[src/rtl/prog_divn_pkg.sv]
package prog_divn_pkg;

   typedef enum logic [2:0] {
      FS_DIV2,
      FS_DIV4,
      FS_DIV5,
      FS_DIV8,
      FS_DIV10,
      FS_HOLD
   } fs_kind_e;

   typedef struct packed {
      logic       hold;
      logic [3:0] wrap;   // M-1, value the first section takes after zero
      logic [3:0] fmask;  // bits of the low nibble owned by the first section
   } fs_cfg_t;

   function automatic fs_kind_e fs_kind(input logic [2:0] sel);
      fs_kind_e k;
      if (sel[1:0] == 2'b00) k = FS_HOLD;
      else begin
         case (sel)
            3'b111:  k = FS_DIV2;
            3'b001:  k = FS_DIV4;
            3'b011:  k = FS_DIV5;
            3'b101:  k = FS_DIV8;
            default: k = FS_DIV10;
         endcase
      end
      return k;
   endfunction

   function automatic fs_cfg_t fs_cfg(input fs_kind_e k);
      fs_cfg_t c;
      c.hold = 1'b0;
      case (k)
         FS_DIV2:  begin c.wrap = 4'd1; c.fmask = 4'b0001; end
         FS_DIV4:  begin c.wrap = 4'd3; c.fmask = 4'b0011; end
         FS_DIV5:  begin c.wrap = 4'd4; c.fmask = 4'b0111; end
         FS_DIV8:  begin c.wrap = 4'd7; c.fmask = 4'b0111; end
         FS_DIV10: begin c.wrap = 4'd9; c.fmask = 4'b1111; end
         default:  begin c.wrap = 4'd9; c.fmask = 4'b1111; c.hold = 1'b1; end
      endcase
      return c;
   endfunction

endpackage

[src/rtl/prog_divn_mode_dec.sv]
module prog_divn_mode_dec
   import prog_divn_pkg::*;
(
   input  logic [2:0] div_sel,
   output logic       hold_mode,
   output logic [3:0] wrap_val,
   output logic [3:0] fmask
);
   fs_cfg_t cfg;

   always_comb begin
      cfg       = fs_cfg(fs_kind(div_sel));
      hold_mode = cfg.hold;
      wrap_val  = cfg.wrap;
      fmask     = cfg.fmask;
   end
endmodule

[src/rtl/prog_divn_low.sv]
// Low nibble: first section in the masked bits, last section above them.
module prog_divn_low #(
   parameter int W = 4
) (
   input  logic         clk,
   input  logic         load,
   input  logic         step,
   input  logic [W-1:0] load_val,
   input  logic [W-1:0] fmask,
   input  logic [W-1:0] wrap_val,
   input  logic         top_borrow,
   output logic         f_zero,
   output logic         f_le1,
   output logic         last_zero,
   output logic [W-1:0] q
);
   logic [W-1:0] f_cur, hi_cur, f_nx, hi_nx, lsb_w;

   always_comb begin
      f_cur     = q & fmask;
      hi_cur    = q & ~fmask;
      f_zero    = (f_cur == '0);
      f_le1     = (f_cur <= W'(1));
      last_zero = (hi_cur == '0);
      lsb_w     = fmask + W'(1);
      f_nx      = f_zero ? wrap_val : f_cur - W'(1);
      hi_nx     = top_borrow ? hi_cur - lsb_w : hi_cur;
   end

   always_ff @(posedge clk) begin
      if (load)      q <= load_val;
      else if (step) q <= (hi_nx & ~fmask) | (f_nx & fmask);
   end
endmodule

[src/rtl/prog_divn_digit.sv]
// One presettable down-counting digit; values above RADIX-1 drain once.
module prog_divn_digit #(
   parameter int DW    = 4,
   parameter int RADIX = 10
) (
   input  logic          clk,
   input  logic          load,
   input  logic          step,
   input  logic [DW-1:0] load_val,
   input  logic          bin,
   output logic          bout,
   output logic          zero,
   output logic [DW-1:0] q
);
   localparam logic [DW-1:0] TOP = DW'(RADIX - 1);

   assign zero = (q == '0);
   assign bout = bin & zero;

   always_ff @(posedge clk) begin
      if (load)             q <= load_val;
      else if (step && bin) q <= zero ? TOP : q - DW'(1);
   end
endmodule

[src/rtl/prog_divn.sv]
module prog_divn
   import prog_divn_pkg::*;
#(
   parameter int NDEC  = 3,
   parameter int DW    = 4,
   parameter int RADIX = 10,
   parameter int LOW_W = 4
) (
   input  logic                      clk,
   input  logic                      rst,
   input  logic [2:0]                div_sel,
   input  logic [LOW_W+NDEC*DW-1:0]  preset,
   output logic                      pulse_out
);
   localparam int JAM_W = LOW_W + NDEC * DW;

   if (LOW_W != 4) begin : g_bad_low
      initial $fatal(1, "prog_divn: LOW_W must be 4");
   end
   if (NDEC < 1) begin : g_bad_ndec
      initial $fatal(1, "prog_divn: NDEC must be at least 1");
   end
   if (RADIX < 2 || RADIX > (1 << DW)) begin : g_bad_radix
      initial $fatal(1, "prog_divn: RADIX does not fit DW bits");
   end

   logic                     sel_hold, hold_all, fire, load_all, step_all;
   logic                     en_q, pulse_q;
   logic [3:0]               wrap_val, fmask;
   logic                     f_zero, f_le1, last_zero;
   logic [LOW_W-1:0]         lo_q;
   logic [NDEC:0]            borrow;
   logic [NDEC-1:0]          zero_v;
   logic [NDEC-1:0][DW-1:0]  dig_q;
   logic [JAM_W-1:0]         cnt_state;

   prog_divn_mode_dec u_dec (
      .div_sel   (div_sel),
      .hold_mode (sel_hold),
      .wrap_val  (wrap_val),
      .fmask     (fmask)
   );

   prog_divn_low #(.W(LOW_W)) u_low (
      .clk        (clk),
      .load       (load_all),
      .step       (step_all),
      .load_val   (preset[LOW_W-1:0]),
      .fmask      (fmask),
      .wrap_val   (wrap_val),
      .top_borrow (borrow[NDEC]),
      .f_zero     (f_zero),
      .f_le1      (f_le1),
      .last_zero  (last_zero),
      .q          (lo_q)
   );

   assign borrow[0] = f_zero;

   for (genvar i = 0; i < NDEC; i++) begin : g_dig
      prog_divn_digit #(.DW(DW), .RADIX(RADIX)) u_d (
         .clk      (clk),
         .load     (load_all),
         .step     (step_all),
         .load_val (preset[LOW_W + i*DW +: DW]),
         .bin      (borrow[i]),
         .bout     (borrow[i+1]),
         .zero     (zero_v[i]),
         .q        (dig_q[i])
      );
   end

   assign hold_all  = rst | sel_hold;
   assign fire      = en_q & ~hold_all & (&zero_v) & last_zero & f_le1;
   assign load_all  = hold_all | fire;
   assign step_all  = en_q & ~hold_all & ~fire;
   assign cnt_state = {dig_q, lo_q};

   always_ff @(posedge clk) begin
      en_q    <= ~hold_all;
      pulse_q <= fire;
   end

   assign pulse_out = pulse_q;
endmodule

[config.mk]
export PLATFORM = sky130hd
export DESIGN_NAME = prog_divn
export DESIGN_NICKNAME = d
export VERILOG_FILES = /design/src/rtl/prog_divn_pkg.sv /design/src/rtl/prog_divn_mode_dec.sv /design/src/rtl/prog_divn_low.sv /design/src/rtl/prog_divn_digit.sv /design/src/rtl/prog_divn.sv
export SDC_FILE = /design/constraint.sdc
export NUM_CORES = 1
export LEC_CHECK = 0
export BUFFER_PORTS_ARGS = -buffer_cell sky130_fd_sc_hd__buf_2
export CORE_MARGIN = 4
export CORE_UTILIZATION = 59
export DETAILED_ROUTE_END_ITERATION = 10
export HOLD_SLACK_MARGIN = 0.02
export PLACE_DENSITY = 0.88
export SYNTH_ARGS = -nofsm -noshare
export SYNTH_HDL_FRONTEND = slang
export SYNTH_SLANG_ARGS = --single-unit
[constraint.sdc]
create_clock -name clk -period 3.1 [get_ports clk]
set_input_delay 0.155 -clock clk [delete_from_list [all_inputs] [get_ports clk]]
set_output_delay 0.155 -clock clk [all_outputs]
set_load 0.005 [all_outputs]
==> flow_summary_export.csv, run 1 <==
group,metric,value,unit
status,outcome,"finished clean",
cts,cts_setup_buffers,0,
cts,insertion_delay,0.29,ns
global_route,overflow,0,
sta,setup_tns,0,ns
worst_setup_path,reg2reg_from,"g_dig[0].u_d.q[2]$_DFFE_PP_",
finish,area_growth,10.5,%
global_route,grt_use_met3,6.37,%
placed_design,portBuffers,21,
hold_path,hp-class,"in2reg",
sta,layout_setup_ws,0.672,ns
hold_path,hold_start,"preset[10]",
placed_design,gp_congestion,0.855,
detailed_routing,ant_nets,0,
worst_setup_path,path_max_fanout,23,
job,cap_violations,0,
sta,rsz0062_at_grt,"no",
floorplanning,core_area,0.00198,mm2
floorplanning,dieArea,0.00293,mm2
logic_synthesis,syn_area_per_cell,9.44,um2
global_route,grt_use_met2,31.3,%
detailed_routing,wl_per_cell,14.5,um
worst_setup_path,arrival,2.43,ns
power,powerDensity,450,mW/mm2
detailed_routing,drt-pass1-iter-count,4,
finish,drive_above_1_share,23.7,%
worst_setup_path,regToRegSetupSlack,0.67,ns
worst_setup_path,start_kind,"flop",
global_route,grt_pass1_vias,924,
finish,final_area,0.00139,mm2
sta,finalSetupViolCount,0,
sta,tightest_slew,0.381,ns
global_route,antenna_found_initial,0,
cts,cts_buffers,3,
logic_synthesis,ys_seq_elements,18,
worst_setup_path,cp_common_cell,"a41o_1",
logic_synthesis,yosysSeqAreaShare,41.5,%
floorplanning,initial_core_util,63.3,%
power,vdd_drop_max,0.316,mV
finish,final_common_cell,"buf_2",
worst_setup_path,r2r_cells,5,
floorplanning,die_y,54.1,um
sta,finalClockSkew,0.00330,ns
worst_setup_path,required,3.10,ns
placed_design,placed_area,0.00135,mm2
detailed_routing,drt_iter0_drc,47,
worst_setup_path,path_class,"reg2reg",
worst_setup_path,slowest_delay,0.50,ns
logic_synthesis,synth-main-ff-cell,"edfxtp_1",
sta,finalHoldViolations,0,
sta,slew_viol_final,0,
logic_synthesis,postSynth.asyncResetShare,0,%
hold_path,hold_depth,2,
cts,postCtsResizedCells,0,
logic_synthesis,synth.cell_area,0.00125,mm2
power,power.total,0.624,mW
logic_synthesis,synth.net_count,158,
hold_path,min_to,"g_dig[1].u_d.q[2]$_DFFE_PP_",
finish,layout.nets,178,
detailed_routing,via_per_inst,5.85,
sta,max_freq,412,MHz
cts,htree_levels,1,
floorplanning,die_x,54.1,um
power,p_leak,0.599,nW
cts,cts_buffer_depth,2,
logic_synthesis,ys_types,40,
cts,numClockSinks,18,
worst_setup_path,r2r-end,"g_dig[2].u_d.q[0]$_DFFE_PP_",
cts,path_clk_slew,0.10,ns
detailed_routing,vias,1047,
global_route,grt_pass1_wl,4130,um
floorplanning,ios,22,
global_route,grt_usage,19.8,%
global_route,grt_max_degree,24,
finish,antenna_cells,0,
worst_setup_path,critPathCaptureType,"flop",
finish,layout_common_cells,"buf_2, nand2_1, edfxtp_1",
placed_design,dpl_worst_slack,0.722,ns
worst_setup_path,path_cells,"nor4_4 > and3_1 > a41o_1 > buf_4 > a41o_1",
detailed_routing,wl,2600,um
cts,cts_root_buffer,"clkbuf_4",
finish,fillCellCount,144,
global_route,grtUsageMet1,26.2,%
detailed_routing,drc,0,
sta,finalCritPeriodShare,78.3,%
sta,period_minus_slack,2.43,ns
worst_setup_path,crit_slowest_cell,"edfxtp_1",
global_route,grt-busiest-layer,"met2",
logic_synthesis,synth-edff-count,16,
cts,ctsHoldBuffers,0,
sta,slew_headroom,74.3,%
placed_design,post-dp-hpwl,2040,um
logic_synthesis,synth_warnings,0,
logic_synthesis,syn_inst,133,
cts,tritoncts,"built",
floorplanning,std_cell_rows,16,
[cell usage after synthesis (all sizes together) (3+ instances only)]
library cell  count  share of area, %
nand2            18               5.6
edfxtp           16                38
o21ai            15               6.0
a21oi            11               4.4
nor2             10               3.0
buf               6               3.8
inv               6               1.8
nor3              6               2.4
a21o              4               2.4
ha                4               4.0
nor4              3               2.7
[worst max path at each step]
stage / from / endpoint / slack (ns) / cells after the start
final: g_dig[0].u_d.q[2]$_DFFE_PP_ / g_dig[2].u_d.q[0]$_DFFE_PP_ / 0.67 / 5
after floorplan: div_sel[0] / g_dig[2].u_d.q[0]$_DFFE_PP_ / 1.21 / 9
after global routing: g_dig[2].u_d.q[2]$_DFFE_PP_ / g_dig[2].u_d.q[0]$_DFFE_PP_ / 0.48 / 5
after global placement: g_dig[0].u_d.q[2]$_DFFE_PP_ / g_dig[2].u_d.q[2]$_DFFE_PP_ / 0.83 / 5
after detailed placement: g_dig[0].u_d.q[2]$_DFFE_PP_ / g_dig[0].u_d.q[3]$_DFFE_PP_ / 0.72 / 5
after CTS: g_dig[0].u_d.q[2]$_DFFE_PP_ / g_dig[2].u_d.q[0]$_DFFE_PP_ / 0.69 / 5
[sequential cells by signal, indices dropped and copies added, names as in the netlist]
register,count
en_q,1
g_dig.u_d.q,12
pulse_out,1
u_low.q,4
[report_power, final]
| group | switching (mW) | internal (mW) |
|---|---|---|
| Sequential | 0.0386 | 0.300 |
| Combinational | 0.0767 | 0.0666 |
| Clock | 0.0712 | 0.0716 |
[area by class of cell]
cell class | instances | area [um2] | area share (%)
Sequential cell | 18 | 520 | 37.5
Clock buffer | 4 | 36.3 | 2.62
Multi-Input combinational cell | 102 | 661 | 47.7
Tap cell | 27 | 33.8 | 2.44
Inverter | 6 | 22.5 | 1.62
Timing Repair Buffer | 22 | 113 | 8.12
[through the flow]
step	util (%)	hold WS [ns]	cells
after CTS	69.9	0.118	179
final	69.9	0.124	179
after detailed placement	68.1	0.430	175
after global placement	68.1	0.425	175
after floorplan	-	0.340	133
after global routing	69.9	0.124	179
[logic make-up (layout without fill, tap and decap cells)]
logic type	after synthesis	after routing	synth area share, %
compound gates	42	42	22.1
xor+xnor	2	2	1.99
fa+ha+maj	4	4	3.99
buf+inv	13	32	5.88
flops	18	18	41.5
mux	4	4	3.69
simple gates	50	50	20.8
[layer usage]
metal  routed length [um]  share of wire (%)
met1                 1180                 45
met2                 1220                 47
met5                    0                  0
met3                  187                7.2
met4                    8               0.31
[critical path, delay by kind of cell (launching register included)]
kind,cells,cell delay [ns]
AOI/OAI and AO/OA,2,0.65
buffers and inverters,1,0.31
and+or+nand+nor,2,0.66
DFF,1,0.50
No activity file was read; power rests on OpenSTA's default activity.
==> inputs of run 2 (changes only) <==
- CORE_UTILIZATION: 59 -> 55
- PLACE_DENSITY: 0.88 -> 0.84
- clock period: 3.1 -> 2.5 ns (I/O delays scaled with it)
==> run 2 against run 1 <==
  * Critical path depth did not move
  * Cell count up 0.56%
  * Total power up 24%
  * Fmax increased by 16%
  * Die area rose by 6.2%
  * Core utilization shrank 6.0 points
  * Clock power grew 25%
  * Clock-buffer cell count is the same
  * First-iteration DRC count is 60% lower
==> flow_summary_export.csv, run 2 (synthesis gave the netlist of run 1 again) <==
group,metric,value,unit
cts,postCtsResizedCells,0,
sta,rsz0062_at_grt,"no",
placed_design,dpl_worst_slack,0.395,ns
cts,path_clk_slew,0.10,ns
global_route,grt_pass1_wl,4020,um
floorplanning,die_y,55.8,um
placed_design,gp_congestion,0.811,
finish,seq_area,520,um2
floorplanning,dieArea,0.00311,mm2
sta,setup_tns,0,ns
detailed_routing,highest_layer,"met4",
detailed_routing,via_per_inst,5.82,
global_route,antenna_found_initial,0,
placed_design,placed_area,0.00136,mm2
sta,slew_viol_final,0,
sta,finalClockSkew,0.00173,ns
detailed_routing,vias,1047,
worst_setup_path,path_max_fanout,31,
global_route,grt_max_degree,32,
cts,tritoncts,"built",
detailed_routing,ant_nets,0,
placed_design,post-dp-hpwl,1850,um
power,powerDensity,554,mW/mm2
cts,cts_buffers,3,
sta,finalCritPeriodShare,83.7,%
floorplanning,die_x,55.8,um
cts,htree_levels,1,
finish,final_common_cell,"buf_2",
finish,reg.largest.list,"g_dig.u_d.q x12, u_low.q x4",
global_route,grt_pass1_vias,900,
job,cap_violations,0,
worst_setup_path,required,2.51,ns
global_route,grt_usage,16.3,%
sta,fin_hold_ws,0.0935,ns
detailed_routing,drt_iter0_drc,19,
finish,final_area,0.00140,mm2
worst_setup_path,r2r_cells,5,
sta,finalSetupViolCount,0,
placed_design,portBuffers,21,
floorplanning,initial_core_util,57.3,%
cts,cts_root_buffer,"clkbuf_4",
global_route,overflow,0,
floorplanning,core_area,0.00219,mm2
worst_setup_path,critPathCaptureType,"flop",
sta,slew_headroom,75.5,%
worst_setup_path,arrival,2.10,ns
worst_setup_path,start_kind,"flop",
finish,fillCellCount,182,
finish,layout.nets,178,
floorplanning,ios,22,
power,p_leak,0.604,nW
hold_path,hold_depth,2,
detailed_routing,wl,2400,um
finish,largest_register,"g_dig.u_d.q",
sta,layout_setup_ws,0.408,ns
finish,largest_reg_flops,12,
cts,ctsHoldBuffers,0,
detailed_routing,met2_length,1120,um
sta,max_freq,478,MHz
detailed_routing,wl_met3,107,um
sta,tightest_slew,0.364,ns
finish,layout_common_cells,"buf_2, nand2_1, edfxtp_1",
detailed_routing,met1_length,1130,um
cts,numClockSinks,18,
finish,drive_above_1_share,23.7,%
power,vdd_drop_max,0.338,mV
floorplanning,std_cell_rows,17,
finish,area_growth,11.6,%
cts,cts_buffer_depth,2,
detailed_routing,drt-pass1-iter-count,4,
detailed_routing,wl_per_cell,13.3,um
detailed_routing,drc,0,
cts,insertion_delay,0.29,ns
sta,finalHoldViolations,0,
worst_setup_path,path_class,"reg2reg",
status,outcome,"finished clean",
sta,period_minus_slack,2.09,ns
finish,multi_input_area,661,um2
finish,antenna_cells,0,
cts,cts_setup_buffers,0,
hold_path,hp-class,"in2reg",
## run 2: cell counts in the layout (fill, tap and decap cells not counted)
No cell type changed its count.
## run 2: worst paths after layout
check                                                  from                           to  slack, ns
worst max register to register  g_dig[0].u_d.q[2]$_DFFE_PP_  g_dig[2].u_d.q[0]$_DFFE_PP_       0.41
worst min register to register                 en_q$_DFF_P_            pulse_out$_DFF_P_       0.59
worst min-delay path                             preset[14]  g_dig[2].u_d.q[2]$_DFFE_PP_       0.09
worst max-delay path            g_dig[0].u_d.q[2]$_DFFE_PP_  g_dig[2].u_d.q[0]$_DFFE_PP_       0.41
## run 2: stage by stage
step                      total power [mW]  cells  util, %
after detailed placement             0.601    176     62.3
final                                0.775    180     63.9
after global routing                 0.829    180     63.9
after global placement               0.591    176     62.3
after floorplan                      0.553    133        -
after CTS                            0.780    180     63.9
## run 2: final cells by class
type | count | area share (%)
Inverter | 6 | 1.61
Multi-Input combinational cell | 102 | 47.2
Tap cell | 28 | 2.50
Sequential cell | 18 | 37.2
Clock buffer | 4 | 2.59
Timing Repair Buffer | 22 | 8.94
## run 2: worst max-delay path, cell delays in order, from the launching register on
cell,delay (ns)
edfxtp_1,0.49
nor4_4,0.38
and3_1,0.27
a41o_1,0.28
buf_12,0.19
a41o_1,0.20
## run 2: power breakdown
part	internal, mW	switching (mW)	total (mW)
combinational	0.0854	0.0932	0.179
sequential	0.371	0.0458	0.417
clock	0.0888	0.0903	0.179
total	0.546	0.229	0.775
## run 2: layer usage
metal / vias to the layer above / track usage, %
li1: 536 / -
met1: 481 / 21.5
met2: 26 / 25.3
met3: 4 / 3.71
met4: 0 / 7.29
met5: - / 0
